[src/rtl/mdio_rd_pkg.sv]
package mdio_rd_pkg;
  localparam int SEL_W  = 3;
  localparam int HALF_W = 4;
  localparam logic [1:0] SOF_BITS = 2'b01;
  localparam logic [1:0] OP_READ  = 2'b10;

  // half of the MDC period, in system clocks
  function automatic logic [HALF_W-1:0] half_period(input logic [SEL_W-1:0] sel);
    case (sel)
      3'd0, 3'd1: half_period = 4'd2;
      3'd2:       half_period = 4'd3;
      3'd3:       half_period = 4'd4;
      3'd4:       half_period = 4'd5;
      3'd5:       half_period = 4'd7;
      3'd6:       half_period = 4'd10;
      default:    half_period = 4'd14;
    endcase
  endfunction
endpackage

[src/rtl/mdc_clkgen.sv]
module mdc_clkgen
  import mdio_rd_pkg::*;
(
  input  logic             clk,
  input  logic             rst,
  input  logic             run,
  input  logic [SEL_W-1:0] div_sel,
  output logic             mdc,
  output logic             rise_tk,
  output logic             fall_tk
);
  logic [HALF_W-1:0] cnt, half_q;
  logic wrap;

  assign wrap    = run && (cnt == half_q - 1'b1);
  assign rise_tk = wrap && !mdc;
  assign fall_tk = wrap && mdc;

  always_ff @(posedge clk) begin
    if (rst) begin
      cnt    <= '0;
      mdc    <= 1'b0;
      half_q <= half_period('0);
    end else if (!run) begin
      cnt    <= '0;
      mdc    <= 1'b0;
      half_q <= half_period(div_sel);
    end else if (wrap) begin
      cnt <= '0;
      mdc <= ~mdc;
    end else begin
      cnt <= cnt + 1'b1;
    end
  end


  mdc_idle_low_chk: assert property (@(posedge clk) disable iff (rst)
    (!run && !$past(run)) |-> !mdc);
endmodule

[src/rtl/mdio_frame_engine.sv]
module mdio_frame_engine #(
  parameter int ADDR_W  = 5,
  parameter int DATA_W  = 16,
  parameter int PRE_LEN = 32
) (
  input  logic              clk,
  input  logic              rst,
  input  logic              soft_rst,
  input  logic              no_pre,
  input  logic              rd_req,
  input  logic              scan_req,
  input  logic [ADDR_W-1:0] phy_addr,
  input  logic [ADDR_W-1:0] reg_addr,
  input  logic              rise_tk,
  input  logic              fall_tk,
  input  logic              mdio_i,
  output logic              busy,
  output logic              scanning,
  output logic              not_valid,
  output logic [DATA_W-1:0] rd_data,
  output logic              mdio_o,
  output logic              mdio_oe
);
  import mdio_rd_pkg::*;

  localparam int HDR_W = 4 + 2 * ADDR_W;
  localparam int TX_W  = PRE_LEN + HDR_W;
  localparam int TA_LO = PRE_LEN + HDR_W;
  localparam int DT_LO = TA_LO + 2;
  localparam int TOTAL = DT_LO + DATA_W;
  localparam int IDX_W = $clog2(TOTAL);
  localparam logic [IDX_W-1:0] PRE_IDX = IDX_W'(PRE_LEN);
  localparam logic [IDX_W-1:0] TA_IDX  = IDX_W'(TA_LO);
  localparam logic [IDX_W-1:0] DT_IDX  = IDX_W'(DT_LO);
  localparam logic [IDX_W-1:0] LAST    = IDX_W'(TOTAL - 1);

  logic [HDR_W-1:0]  hdr_q, hdr_new;
  logic [TX_W-1:0]   txsh;
  logic [DATA_W-1:0] rxsh;
  logic [IDX_W-1:0]  idx;
  logic              pre_off_q;
  logic              want_scan, want_rd, start;

  assign want_scan = scan_req && (phy_addr != '0);
  assign want_rd   = rd_req && (phy_addr != '0);
  assign start     = !busy && (want_scan || want_rd);
  assign hdr_new   = {SOF_BITS, OP_READ, phy_addr, reg_addr};

  function automatic logic [TX_W-1:0] frame_bits(input logic [HDR_W-1:0] h, input logic skip);
    logic [TX_W-1:0] v;
    v = {{PRE_LEN{1'b1}}, h};
    frame_bits = skip ? (v << PRE_LEN) : v;
  endfunction

  always_ff @(posedge clk) begin
    if (rst) begin
      busy <= 1'b0; scanning <= 1'b0; not_valid <= 1'b0;
      rd_data <= '0; rxsh <= '0; txsh <= '0; hdr_q <= '0;
      idx <= '0; pre_off_q <= 1'b0; mdio_o <= 1'b0; mdio_oe <= 1'b0;
    end else if (soft_rst) begin
      busy <= 1'b0; scanning <= 1'b0; not_valid <= 1'b0;
      idx <= '0; mdio_o <= 1'b0; mdio_oe <= 1'b0;
    end else if (start) begin
      busy      <= 1'b1;
      scanning  <= want_scan;
      not_valid <= 1'b1;
      hdr_q     <= hdr_new;
      pre_off_q <= no_pre;
      idx       <= no_pre ? PRE_IDX : '0;
      txsh      <= frame_bits(hdr_new, no_pre);
      mdio_o    <= frame_bits(hdr_new, no_pre)[TX_W-1];
      mdio_oe   <= 1'b1;
    end else if (busy) begin
      if (rise_tk && idx >= DT_IDX)
        rxsh <= {rxsh[DATA_W-2:0], mdio_i};
      if (fall_tk) begin
        if (idx == LAST) begin
          rd_data   <= rxsh;
          not_valid <= 1'b0;
          if (scanning && scan_req) begin
            idx     <= pre_off_q ? PRE_IDX : '0;
            txsh    <= frame_bits(hdr_q, pre_off_q);
            mdio_o  <= frame_bits(hdr_q, pre_off_q)[TX_W-1];
            mdio_oe <= 1'b1;
          end else begin
            busy     <= 1'b0;
            scanning <= 1'b0;
            mdio_o   <= 1'b0;
            mdio_oe  <= 1'b0;
          end
        end else begin
          idx     <= idx + 1'b1;
          txsh    <= txsh << 1;
          mdio_o  <= txsh[TX_W-2];
          mdio_oe <= (idx + 1'b1) < TA_IDX;
        end
      end
    end
  end


  phy_nonzero_chk: assert property (@(posedge clk) disable iff (rst)
    $rose(busy) |-> (hdr_q[2*ADDR_W-1:ADDR_W] != '0));

  nv_on_start_chk: assert property (@(posedge clk) disable iff (rst)
    $rose(busy) |-> not_valid);

  scan_in_busy_chk: assert property (@(posedge clk) disable iff (rst)
    scanning |-> busy);

  soft_idle_chk: assert property (@(posedge clk) disable iff (rst)
    soft_rst |=> (!busy && !scanning && !not_valid));
endmodule

[src/rtl/mdio_rd_ctrl.sv]
module mdio_rd_ctrl #(
  parameter int ADDR_W  = 5,
  parameter int DATA_W  = 16,
  parameter int PRE_LEN = 32
) (
  input  logic              clk,
  input  logic              rst,
  input  logic              soft_rst,
  input  logic [2:0]        div_sel,
  input  logic              no_pre,
  input  logic              rd_req,
  input  logic              scan_req,
  input  logic [ADDR_W-1:0] phy_addr,
  input  logic [ADDR_W-1:0] reg_addr,
  input  logic              mdio_i,
  output logic              busy,
  output logic              scanning,
  output logic              not_valid,
  output logic [DATA_W-1:0] rd_data,
  output logic              mdc,
  output logic              mdio_o,
  output logic              mdio_oe
);
  logic rise_tk, fall_tk;

  mdc_clkgen u_clk (
    .clk(clk), .rst(rst), .run(busy), .div_sel(div_sel),
    .mdc(mdc), .rise_tk(rise_tk), .fall_tk(fall_tk)
  );

  mdio_frame_engine #(.ADDR_W(ADDR_W), .DATA_W(DATA_W), .PRE_LEN(PRE_LEN)) u_eng (
    .clk(clk), .rst(rst), .soft_rst(soft_rst), .no_pre(no_pre),
    .rd_req(rd_req), .scan_req(scan_req), .phy_addr(phy_addr), .reg_addr(reg_addr),
    .rise_tk(rise_tk), .fall_tk(fall_tk), .mdio_i(mdio_i),
    .busy(busy), .scanning(scanning), .not_valid(not_valid), .rd_data(rd_data),
    .mdio_o(mdio_o), .mdio_oe(mdio_oe)
  );


  mdio_hold_high_chk: assert property (@(posedge clk) disable iff (rst)
    (mdc && $past(mdc) && !$past(soft_rst)) |-> $stable(mdio_o));

  oe_only_busy_chk: assert property (@(posedge clk) disable iff (rst)
    mdio_oe |-> busy);
endmodule

[config.mk]
export PLATFORM = sky130hd
export DESIGN_NAME = mdio_rd_ctrl
export DESIGN_NICKNAME = d
export VERILOG_FILES = /design/src/rtl/mdio_rd_pkg.sv /design/src/rtl/mdc_clkgen.sv /design/src/rtl/mdio_frame_engine.sv /design/src/rtl/mdio_rd_ctrl.sv
export SDC_FILE = /design/constraint.sdc
export NUM_CORES = 1
export LEC_CHECK = 0
export BUFFER_PORTS_ARGS = -buffer_cell sky130_fd_sc_hd__buf_2
export CORE_MARGIN = 3
export CORE_UTILIZATION = 35
export CTS_BUF_LIST = sky130_fd_sc_hd__clkbuf_8
export DETAILED_ROUTE_END_ITERATION = 8
export GPL_ROUTABILITY_DRIVEN = 0
export PLACE_DENSITY_LB_ADDON = 0.05
export SYNTH_ARGS = -nofsm -noshare
export SYNTH_HDL_FRONTEND = slang
export SYNTH_SLANG_ARGS = --single-unit
[constraint.sdc]
create_clock -name clk -period 2.6 [get_ports clk]
set_clock_uncertainty 0.1 [all_clocks]
set_input_delay 0.26 -clock clk [delete_from_list [all_inputs] [get_ports clk]]
set_output_delay 0.26 -clock clk [all_outputs]
set_load 0.05 [all_outputs]
======== Word-level counts from Yosys, hierarchy flattened ========
Cells that the tools add are included.
storage, ports and cells
  flip-flop bits (word level) ............. 109
  output and inout bits ................... 22
  logic and storage cells ................. 99
operators by class
  $add $sub $neg .......................... 3
  order comparisons ....................... 2
  equal/unequal tests ..................... 10
  mux-type cells .......................... 38
  bitwise logic cells ..................... 4
  reduce and logical (&&, ||, !) cells .... 28
operators by type and width
  kind                                                                count
  45-bit two-way mux                                                  5
  46-bit two-way mux                                                  2
  6-bit two-way mux                                                   7
  4-bit case mux with 6 select lines                                  1
  1-bit two-way mux                                                   23
  4-bit AND reduction                                                 3
  3-bit == test, second input constant                                3
  1-bit logical AND                                                   8
  6-bit by 1-bit adder with 6-bit output, second input constant       1
  3-bit by 2-bit == test with 1-bit output, second input constant     2
  6-bit == test, second input constant                                1
  6-bit greater-or-equal comparator, second input constant            1
  6-bit < comparator, second input constant                           1
  3-bit AND reduction                                                 2
  2-bit nonzero test                                                  3
  2-bit OR reduction                                                  3
  5-bit AND reduction                                                 1
  5-bit nonzero test                                                  1
  4-bit by 1-bit adder with 4-bit output, second input constant       1
  4-bit == test                                                       1
  1-bit NOT                                                           4
  2-bit AND reduction                                                 2
  4-bit by 1-bit subtractor with 4-bit output, second input constant  1
  3-bit by 1-bit == test with 1-bit output, second input constant     1
  other kinds (6)                                                     7

======== Logic depth before layout (Yosys ltp) ========
Gate-level depths: netlist of the first run.
  depth after elaboration ................. 7
  gate-level depth with buffers ........... 10

======== By module ========
Synthesis of the first run repeated with hierarchy kept, for this count alone.
unflattened totals
  cell total of the unflattened synthesis .. 575
  area, all modules ....................... 5,023.6 sq um
by module, submodules not included
  module             instances  cells an instance  area an instance (sq um)  seq. area each (sq um)
  mdio_frame_engine  1          523                4,549.4                   2,001.9
  mdc_clkgen         1          52                 474.2                     180.2

======== Worst setup path before layout of the first run ========
OpenSTA, ideal clock, no wires.
  kind .................................... reg-to-reg
  start ................................... register u_eng.busy
  end ..................................... register u_eng.txsh[20]
  setup time .............................. 146 ps
  arrival ................................. 2,142 ps
  setup slack ............................. 212 ps
  stages on the path, launching flop included .. 8
  path buffers ............................ 2
  period minus slack after synthesis ...... 2,388 ps
  cells stage by stage .................... dfxtp_1 -> clkbuf_1 -> nand3_1 -> nor3_4 -> nand2_2 -> a211oi_4 -> buf_6 -> a211oi_2
between the ends
  word-level cells in the longest chain between the ends .. 4
ends and longest elaborated chain
  item                                                                                                            RTL line                                   text
  start: declaration                                                                                              mdio_frame_engine.sv:17                    output logic busy,
  start signal: assignment                                                                                        mdio_frame_engine.sv:57                    busy <= 1'b0; scanning <= 1'b0; not_valid <= 1'b0;
  start signal: assignment                                                                                        mdio_frame_engine.sv:61                    busy <= 1'b0; scanning <= 1'b0; not_valid <= 1'b0;
  start signal: assignment                                                                                        mdio_frame_engine.sv:64                    busy <= 1'b1;
  1-bit zero test / 1-bit logical AND (equally long branches)                                                     mdio_frame_engine.sv:46, mdc_clkgen.sv:15
  1-bit logical AND (on tied branches)                                                                            mdio_frame_engine.sv:46, mdc_clkgen.sv:17
  3-bit by 2-bit inequality test with 1-bit output (no source line) / 2-bit nonzero test (equally long branches)  n/a
  4-bit AND reduction (no source line)                                                                            n/a
  end signal: assignment                                                                                          mdio_frame_engine.sv:70                    txsh <= frame_bits(hdr_new, no_pre);
  end signal: assignment                                                                                          mdio_frame_engine.sv:82                    txsh <= frame_bits(hdr_q, pre_off_q);
  end signal: assignment                                                                                          mdio_frame_engine.sv:93                    txsh <= txsh << 1;
  end: declaration                                                                                                mdio_frame_engine.sv:38                    logic [TX_W-1:0] txsh;
Several ways; a longest one is shown, not always the timed one.
A chain may end at the register's enable or synchronous reset.

======== Final worst setup path of the first run ========
  start ................................... register u_clk.half_q[1]
  end ..................................... register u_eng.rxsh[0]
between the ends
  word-level cells in the longest chain between the ends .. 6
ends and longest elaborated chain
  item                                         RTL line                 text
  start: declaration                           mdc_clkgen.sv:12         logic [HALF_W-1:0] cnt, half_q;
  start signal: assignment                     mdc_clkgen.sv:23         half_q <= half_period('0);
  start signal: assignment                     mdc_clkgen.sv:27         half_q <= half_period(div_sel);
  4-bit by 1-bit subtractor with 4-bit output  mdc_clkgen.sv:15         assign wrap = run && (cnt == half_q - 1'b1);
  4-bit == test                                mdc_clkgen.sv:15
  1-bit logical AND                            mdc_clkgen.sv:15
  1-bit logical AND                            mdc_clkgen.sv:16         assign rise_tk = wrap && !mdc;
  1-bit logical AND                            mdio_frame_engine.sv:74  if (rise_tk && idx >= DT_IDX)
  4-bit AND reduction (no source line)         n/a
  end signal: assignment                       mdio_frame_engine.sv:75  rxsh <= {rxsh[DATA_W-2:0], mdio_i};
  end: declaration                             mdio_frame_engine.sv:39  logic [DATA_W-1:0] rxsh;
Every way passes these cells.

==> results.md, run 1 <==
- Netlist cell types: 55
- Initial Util: 0.366
- Die Y: between 100 and 150 µm
- Post_cts resized: 0
- Number of global-route vias before repair: 4049
- Routed WL per cell: 16.0 µm
- CP max FO: 16
- EDFF count, synth: 0
- Syn nets: 609
- Gate Count Post-Synth: about 600
- Site Rows: 42
- N_diodes: 0
- Worst reg2reg path startpoint: u_clk.half_q[1]
- GR peak layer: met2
- CTS buffer count: 9
- DRT iter0 DRCs: 334
- DP Wirelength: 8040 µm
- Share of layout cells above drive strength 1: 0.174
- WHS: ~0.013 ns
- Most frequent cells in the layout: dfxtp_1 (109), nor2_1 (100), nand2_1 (62)
- TNS Setup: 0 ns
- Yosys top cell area share: 0.440
- Largest net degree at the start of global routing: 51
- Worst Min Path Start: mdio_i
- Final Net Count: 640
- Cell Area, Synth: 4960 µm²
- M2 GR Usage: 0.258
- Final Hold Viols: 0
- CP Capture Type: flop
- CTS sink count: 109
- Rel. slew slack: 0.352
- WS Path Type: flop to flop
- Max Cap Violations: 0
- Residual DRC count: 0
- Yosys warning count: 0
- Post-layout util: 0.415
- Crit. Startpoint: u_clk.half_q[1]
- Synthesized area per cell: roughly 8.5 µm²
- Most common cell after layout, fill and taps aside: dfxtp_1
- RSZ-0062 raised after global routing: true
- Worst Tran Pin Value: 0.969 ns
- Bufs on Longest Clock Path: 2
- Die area: about 16000 µm²
- Antenna-violating nets left: 0
- Status: finished clean
- Yosys reg bits: 109
- Final period utilization: 0.930
- Finish-stage setup viols: 0
- TritonCTS clock tree: built
- Pre-CTS setup slack: 0.0107 ns
- Share of the yosys chip area belonging to registers: 0.440
- Met3 Resource Use GR: 0.0371
- First-pass GRT wire length: ~21000 µm
- H-Tree Depth: 3
- Ys async rst share: 0
- Min Tclk post-route: 2.42 ns
- Critical path launch point type: flop
- Ports: 42
- Area delta synth->final: 13.6%
- CTS root buffer: clkbuf_8
- Peak supply drop: approximately 0.00032 V
- Clk slew on worst S/H paths: 0.11 ns
- Arrival @ worst endpoint: 2.61 ns
- Initial antenna violation count: 0
- Vias per Instance: 5.33
- Leakage: 0.00226 µW
- Largest cells by area after synthesis: dfxtp_1 (44%), nor2_1 (7.6%), mux2i_1 (6.7%), a21oi_1 (5.0%), nand2_1 (4.7%)
- Drt pass-1 iters: 5
- # port buffers: 41
- Clock insertion delay at the later pin of the skew report: 0.40 ns
- Fillcell total: 1417
- Met1 usage: 0.227
- Core Region: about 14000 µm²
- Required time of the critical path: 2.79 ns
- P per Cell Area: 591 nW/µm²
- Die width: approximately 130 µm
- Worst setup margin: between 0.15 and 0.2 ns
- Slew Viols, Final: 0
- Hold crit path type: primary input to flop
- Final WL: about 13000 µm
- Most used DFF post-synth: dfxtp_1
- FMAX: between 400 and 500 MHz
- Grt total ovfl: 0
- Vias: roughly 4300
- GRT Total Usage: 0.165
- Biggest area consumer among synthesized cells: dfxtp_1
metrics by stage:
step	total power, µW	instance area, µm²	cells
6_report	3330	5630	798
3_3_place_gp	2250	5390	779
5_1_grt	3480	5630	798
2_1_floorplan	2120	4960	586
4_1_cts	3370	5610	797
3_5_place_dp	2260	5390	779
critical path: stages, from the launching register on:
cell,delay [ns]
dfxtp_1,0.39
inv_1,0.06
ha_1,0.28
xor2_1,0.14
nand3_1,0.17
nor3b_1,0.41
buf_4,0.20
nand3_4,0.25
mux2i_1,0.24
nor2_1,0.06
flip-flops by register name, summed over array words and instances, names as in the netlist:
name	cells
u_eng.rd_data	16
u_clk.cnt	4
u_eng.txsh	45
u_eng.not_valid	1
u_eng.busy	1
u_eng.mdio_oe	1
u_eng.idx	6
u_eng.rxsh	16
u_eng.scanning	1
u_eng.pre_off_q	1
u_clk.mdc	1
u_eng.hdr_q	11
u_eng.mdio_o	1
u_clk.half_q	4
path summary, 6_finish.rpt:
| kind | endpoint | slack, ns | cells after the start |
|---|---|---|---|
| setup / recovery | u_eng.rxsh[0] | 0.18 | 9 |
| hold / removal | u_eng.rxsh[0] | 0.01 | 3 |
| setup reg to reg | u_eng.rxsh[0] | 0.18 | 9 |
| hold reg to reg | u_eng.txsh[38] | 0.36 | 2 |
cell usage after synthesis, types with 3 or more instances:
library cell	count
a21oi_1	50
buf_1	3
xnor2_1	4
nor3b_1	11
a211oi_2	10
nand2_1	62
nor2_1	101
xor2_1	4
dfxtp_1	109
inv_1	6
clkbuf_1	29
ha_1	3
nor3_1	13
buf_6	5
nand3_1	19
buf_2	11
mux2i_1	33
a31oi_1	4
o311ai_0	10
a211oi_1	23
o21ai_0	29
report_power, final:
group          switching [µW]  internal (µW)  total (µW)
Combinational             266            164         430
Clock                     640            462        1100
Sequential               47.4           1750        1790
Total                     954           2370        3330
metal layers:
layer  share of wire  wire length, µm  vias up
met4           0.015              188        0
li1                -                -     2114
met2            0.47             5940       86
met1            0.48             6120     2037
met3           0.038              479       13
met5               0                0        -
layout make-up:
cell class / instances / area [µm²] / share of cell area
timing repair buffer: 69 / 485 / 0.0862
sequential: 109 / 2180 / 0.387
tap: 176 / 220 / 0.0391
multi-input combinational: 421 / 2510 / 0.446
clock buffer: 9 / 124 / 0.0220
inverter: 7 / 26.3 / 0.00466
clock inverter: 7 / 80.1 / 0.0142
cells by family (layout without fill, tap and decap cells):
group / count (synthesis) / after routing / share of synthesized area
muxes: 33 / 33 / 0.0666
and+or+nand+nor: 232 / 232 / 0.219
adders and majority gates: 3 / 3 / 0.00757
buffers and inverters: 56 / 92 / 0.0535
DFF: 109 / 109 / 0.440
AOI/OAI and AO/OA: 144 / 144 / 0.195
xor gates and xnor gates: 9 / 9 / 0.0187
what timing repair did:
action                                 in CTS  in global routing
endpoints found under the hold margin       2                  0
setup endpoints to repair                   3                 28
hold buffers                                2                  0
buffers inserted                            0                  1
pin swaps                                   1                  1
Power figures use the tool's default switching activity.
==> run 2: changes to the inputs <==
--- a/config.mk
+++ b/config.mk
@@ -6,9 +6,8 @@
 export NUM_CORES = 1
 export LEC_CHECK = 0
 export BUFFER_PORTS_ARGS = -buffer_cell sky130_fd_sc_hd__buf_2
-export CORE_MARGIN = 3
+export CORE_MARGIN = 2
 export CORE_UTILIZATION = 35
-export CTS_BUF_LIST = sky130_fd_sc_hd__clkbuf_8
 export DETAILED_ROUTE_END_ITERATION = 8
 export GPL_ROUTABILITY_DRIVEN = 0
 export PLACE_DENSITY_LB_ADDON = 0.05
==> run 2 against run 1 <==
  * Global-route usage grew 0.72 points
  * Combinational power down 3%
  * Total power is 9.0% higher
  * Via count shrank 2.5%
  * Worst hold slack gained 0.017 ns
  * Critical path type unchanged
==> results.md, run 2 (synthesis results as in run 1) <==
- P per Cell Area: 637 nW/µm² (was 591 nW/µm²)
- Required time of the critical path: 2.78 ns (was 2.79 ns)
- Hold depth: 3 (unchanged)
- Most frequent cells in the layout: dfxtp_1 (109), nor2_1 (100), nand2_1 (62) (unchanged)
- GRT Total Usage: 0.172 (was 0.165)
- Site Rows: 43 (was 42)
- Residual DRC count: 0 (unchanged)
- Vias: 4143 (was 4250)
- Layout Cells excl Fill: 799 (was 798)
- Worst-path cell chain: inv_1 -> ha_1 -> xor2_1 -> nand3_1 -> nor4_2 -> or2_1 -> buf_12 -> o311ai_0 -> a21oi_1 (was inv_1 -> ha_1 -> xor2_1 -> nand3_1 -> nor3b_1 -> buf_4 -> nand3_4 -> mux2i_1 -> nor2_1)
- FMAX: 413 MHz (about the same)
- Peak supply drop: 0.000329 V (was 0.000317 V)
- Area delta synth->final: 14.7% (was 13.6%)
- Worst Tran Pin Value: 0.938 ns (was 0.969 ns)
- FF+latch area: 2180 µm² (unchanged)
- Reg2reg end: u_eng.txsh[41] (was u_eng.rxsh[0])
- CTS root buffer: clkbuf_16 (was clkbuf_8)
- Die Y: 123 µm (was 125 µm)
- Clk slew on worst S/H paths: 0.08 ns (was 0.11 ns)
- CP max FO: 47 (was 16)
- Antenna-violating nets left: 0 (unchanged)
- Clock insertion delay at the later pin of the skew report: 0.36 ns (was 0.40 ns)
- H-Tree Depth: 3 (unchanged)
- Grt total ovfl: 0 (unchanged)
- Largest net degree at the start of global routing: 86 (was 51)
- Ports: 42 (unchanged)
- Met2 wire len: 5890 µm (was 5940 µm)
- WHS Endpoint: u_eng.rxsh[0] (unchanged)
- Multi-input gate area: 2520 µm² (was 2510 µm²)
- Die area: 15100 µm² (was 15600 µm²)
- CTS sink count: 109 (unchanged)
- DRT iter0 DRCs: 333 (was 334)
- Reg with most FFs: u_eng.txsh (unchanged)
- TritonCTS clock tree: built (unchanged)
- WS Path Type: flop to flop (unchanged)
- Leakage: 0.00228 µW (was 0.00226 µW)
- Buf/Inv on CP: 2 (unchanged)
- Max incr delay on CP: 0.40 ns (was 0.41 ns)
- Finish-stage setup viols: 0 (unchanged)
- WHS: 0.0291 ns (was 0.0126 ns)
- CP Capture Type: flop (unchanged)
- Number of global-route vias before repair: 3919 (was 4049)
- Initial Util: 0.357 (was 0.366)
- Final Net Count: 637 (was 640)
- Routed WL per cell: 15.4 µm (was 16.0 µm)
- Final Hold Viols: 0 (unchanged)
- Fillcell total: 1456 (was 1417)
- DP Wirelength: 7770 µm (was 8040 µm)
- First-pass GRT wire length: 20500 µm (was 21100 µm)
- Internal power: 2610 µW (was 2370 µW)
- Min Tclk post-route: 2.42 ns (about the same)
- R2R Setup Slk: 0.18 ns (about the same)
- Status: finished clean (unchanged)
- Sequential Power Share: 0.494 (was 0.539)
- Cell family with most CP delay: simple AND/OR/NAND/NOR gates (unchanged)
- Drt pass-1 iters: 4 (was 5)
- Total power: 3620 µW (was 3330 µW)
- CTS buffer count: 9 (unchanged)
- Hold crit path type: primary input to flop (unchanged)
- Max Cap Violations: 0 (unchanged)
- Post-layout util: 0.410 (was 0.415)
- Worst reg2reg path startpoint: u_clk.half_q[1] (unchanged)
- Reg2Reg Depth: 9 (unchanged)
- Placed insts: 782 (was 779)
- Slew Viols, Final: 0 (unchanged)
- Vias per Instance: 5.19 (was 5.33)
- Critical path launch point type: flop (unchanged)
- Met3 routed WL: 433 µm (was 479 µm)
- Most common cell after layout, fill and taps aside: dfxtp_1 (unchanged)
- Max reg flops: 45 (unchanged)
- Final WL: 12300 µm (was 12700 µm)
- Core Region: 13900 µm² (was 13600 µm²)
- Crit-path slowest cell: nor4_2 (was nor3b_1)
- DR top layer: met4 (unchanged)
- Share of layout cells above drive strength 1: 0.176 (was 0.174)
- # port buffers: 41 (unchanged)
- Combinational share of power: 0.115 (was 0.129)
- Initial antenna violation count: 0 (unchanged)
- Arrival @ worst endpoint: 2.60 ns (was 2.61 ns)
- Rel. slew slack: 0.372 (was 0.352)
- Worst Min Path Start: mdio_i (unchanged)
- Bufs on Longest Clock Path: 2 (unchanged)
- N_diodes: 0 (unchanged)
- Die width: 123 µm (was 125 µm)
- Final period utilization: 0.931 (was 0.930)
- Switch share: 0.280 (was 0.287)
- Net Sw Power: 1010 µW (was 954 µW)
- Regs by FF count: u_eng.txsh x45, u_eng.rd_data x16, u_eng.rxsh x16 (unchanged)
- Clock power frac: 0.391 (was 0.331)
- DRT met1 WL: 5940 µm (was 6120 µm)
## run 2: worst max-delay path by stage
stage               depth (start not counted)             end       startpoint  slack, ns
detailed placement                          8  u_eng.txsh[19]  u_clk.half_q[1]      -0.02
finish                                      9  u_eng.txsh[41]  u_clk.half_q[1]       0.18
CTS                                         9  u_eng.txsh[41]  u_clk.half_q[1]       0.05
floorplan                                   7  u_eng.txsh[20]       u_eng.busy       0.21
global route                                9  u_eng.txsh[34]  u_clk.half_q[0]      -0.05
global placement                            8  u_eng.txsh[19]  u_clk.half_q[1]       0.02
## run 2: final cells by class
type	count	share of cell area
multi-input combinational	421	0.443
sequential	109	0.384
timing repair buffer	66	0.0761
clock buffer	10	0.0420
tap	180	0.0396
clock inverter	6	0.0108
inverter	7	0.00462
## run 2: power by group through the flow
stage / logic, µW / registers (µW) / clock network (µW)
2_1_floorplan: 284 / 1830 / 0
3_3_place_gp: 415 / 1830 / 0
3_5_place_dp: 418 / 1830 / 0
4_1_cts: 423 / 1790 / 1470
5_1_grt: 470 / 1800 / 1530
6_report: 416 / 1790 / 1420
## run 2: stage by stage
step           area [µm²]  worst slack [ns]  setup TNS, ns
6_report             5690             0.180              0
2_1_floorplan        4960             0.212              0
5_1_grt              5690           -0.0480         -0.330
3_5_place_dp         5360           -0.0235        -0.0346
4_1_cts              5680            0.0493              0
3_3_place_gp         5360            0.0249              0
## run 2: worst min-delay path: stages
cell and delay (ns):
buf_2 0.07, mux2i_1 0.05, nor2_1 0.07
## run 2: what timing repair did
action,in CTS,in global routing
resized for setup,0,2
pin swaps,1,0
endpoints found under the setup margin,8,37
hold buffers,0,0
gates cloned,0,0
buffers inserted,1,0
## run 2: routing by layer
| metal | up-vias | global-route usage |
|---|---|---|
| li1 | 2106 | - |
| met4 | 0 | 0.0384 |
| met3 | 2 | 0.0434 |
| met2 | 60 | 0.276 |
| met1 | 1975 | 0.234 |
| met5 | - | 0 |
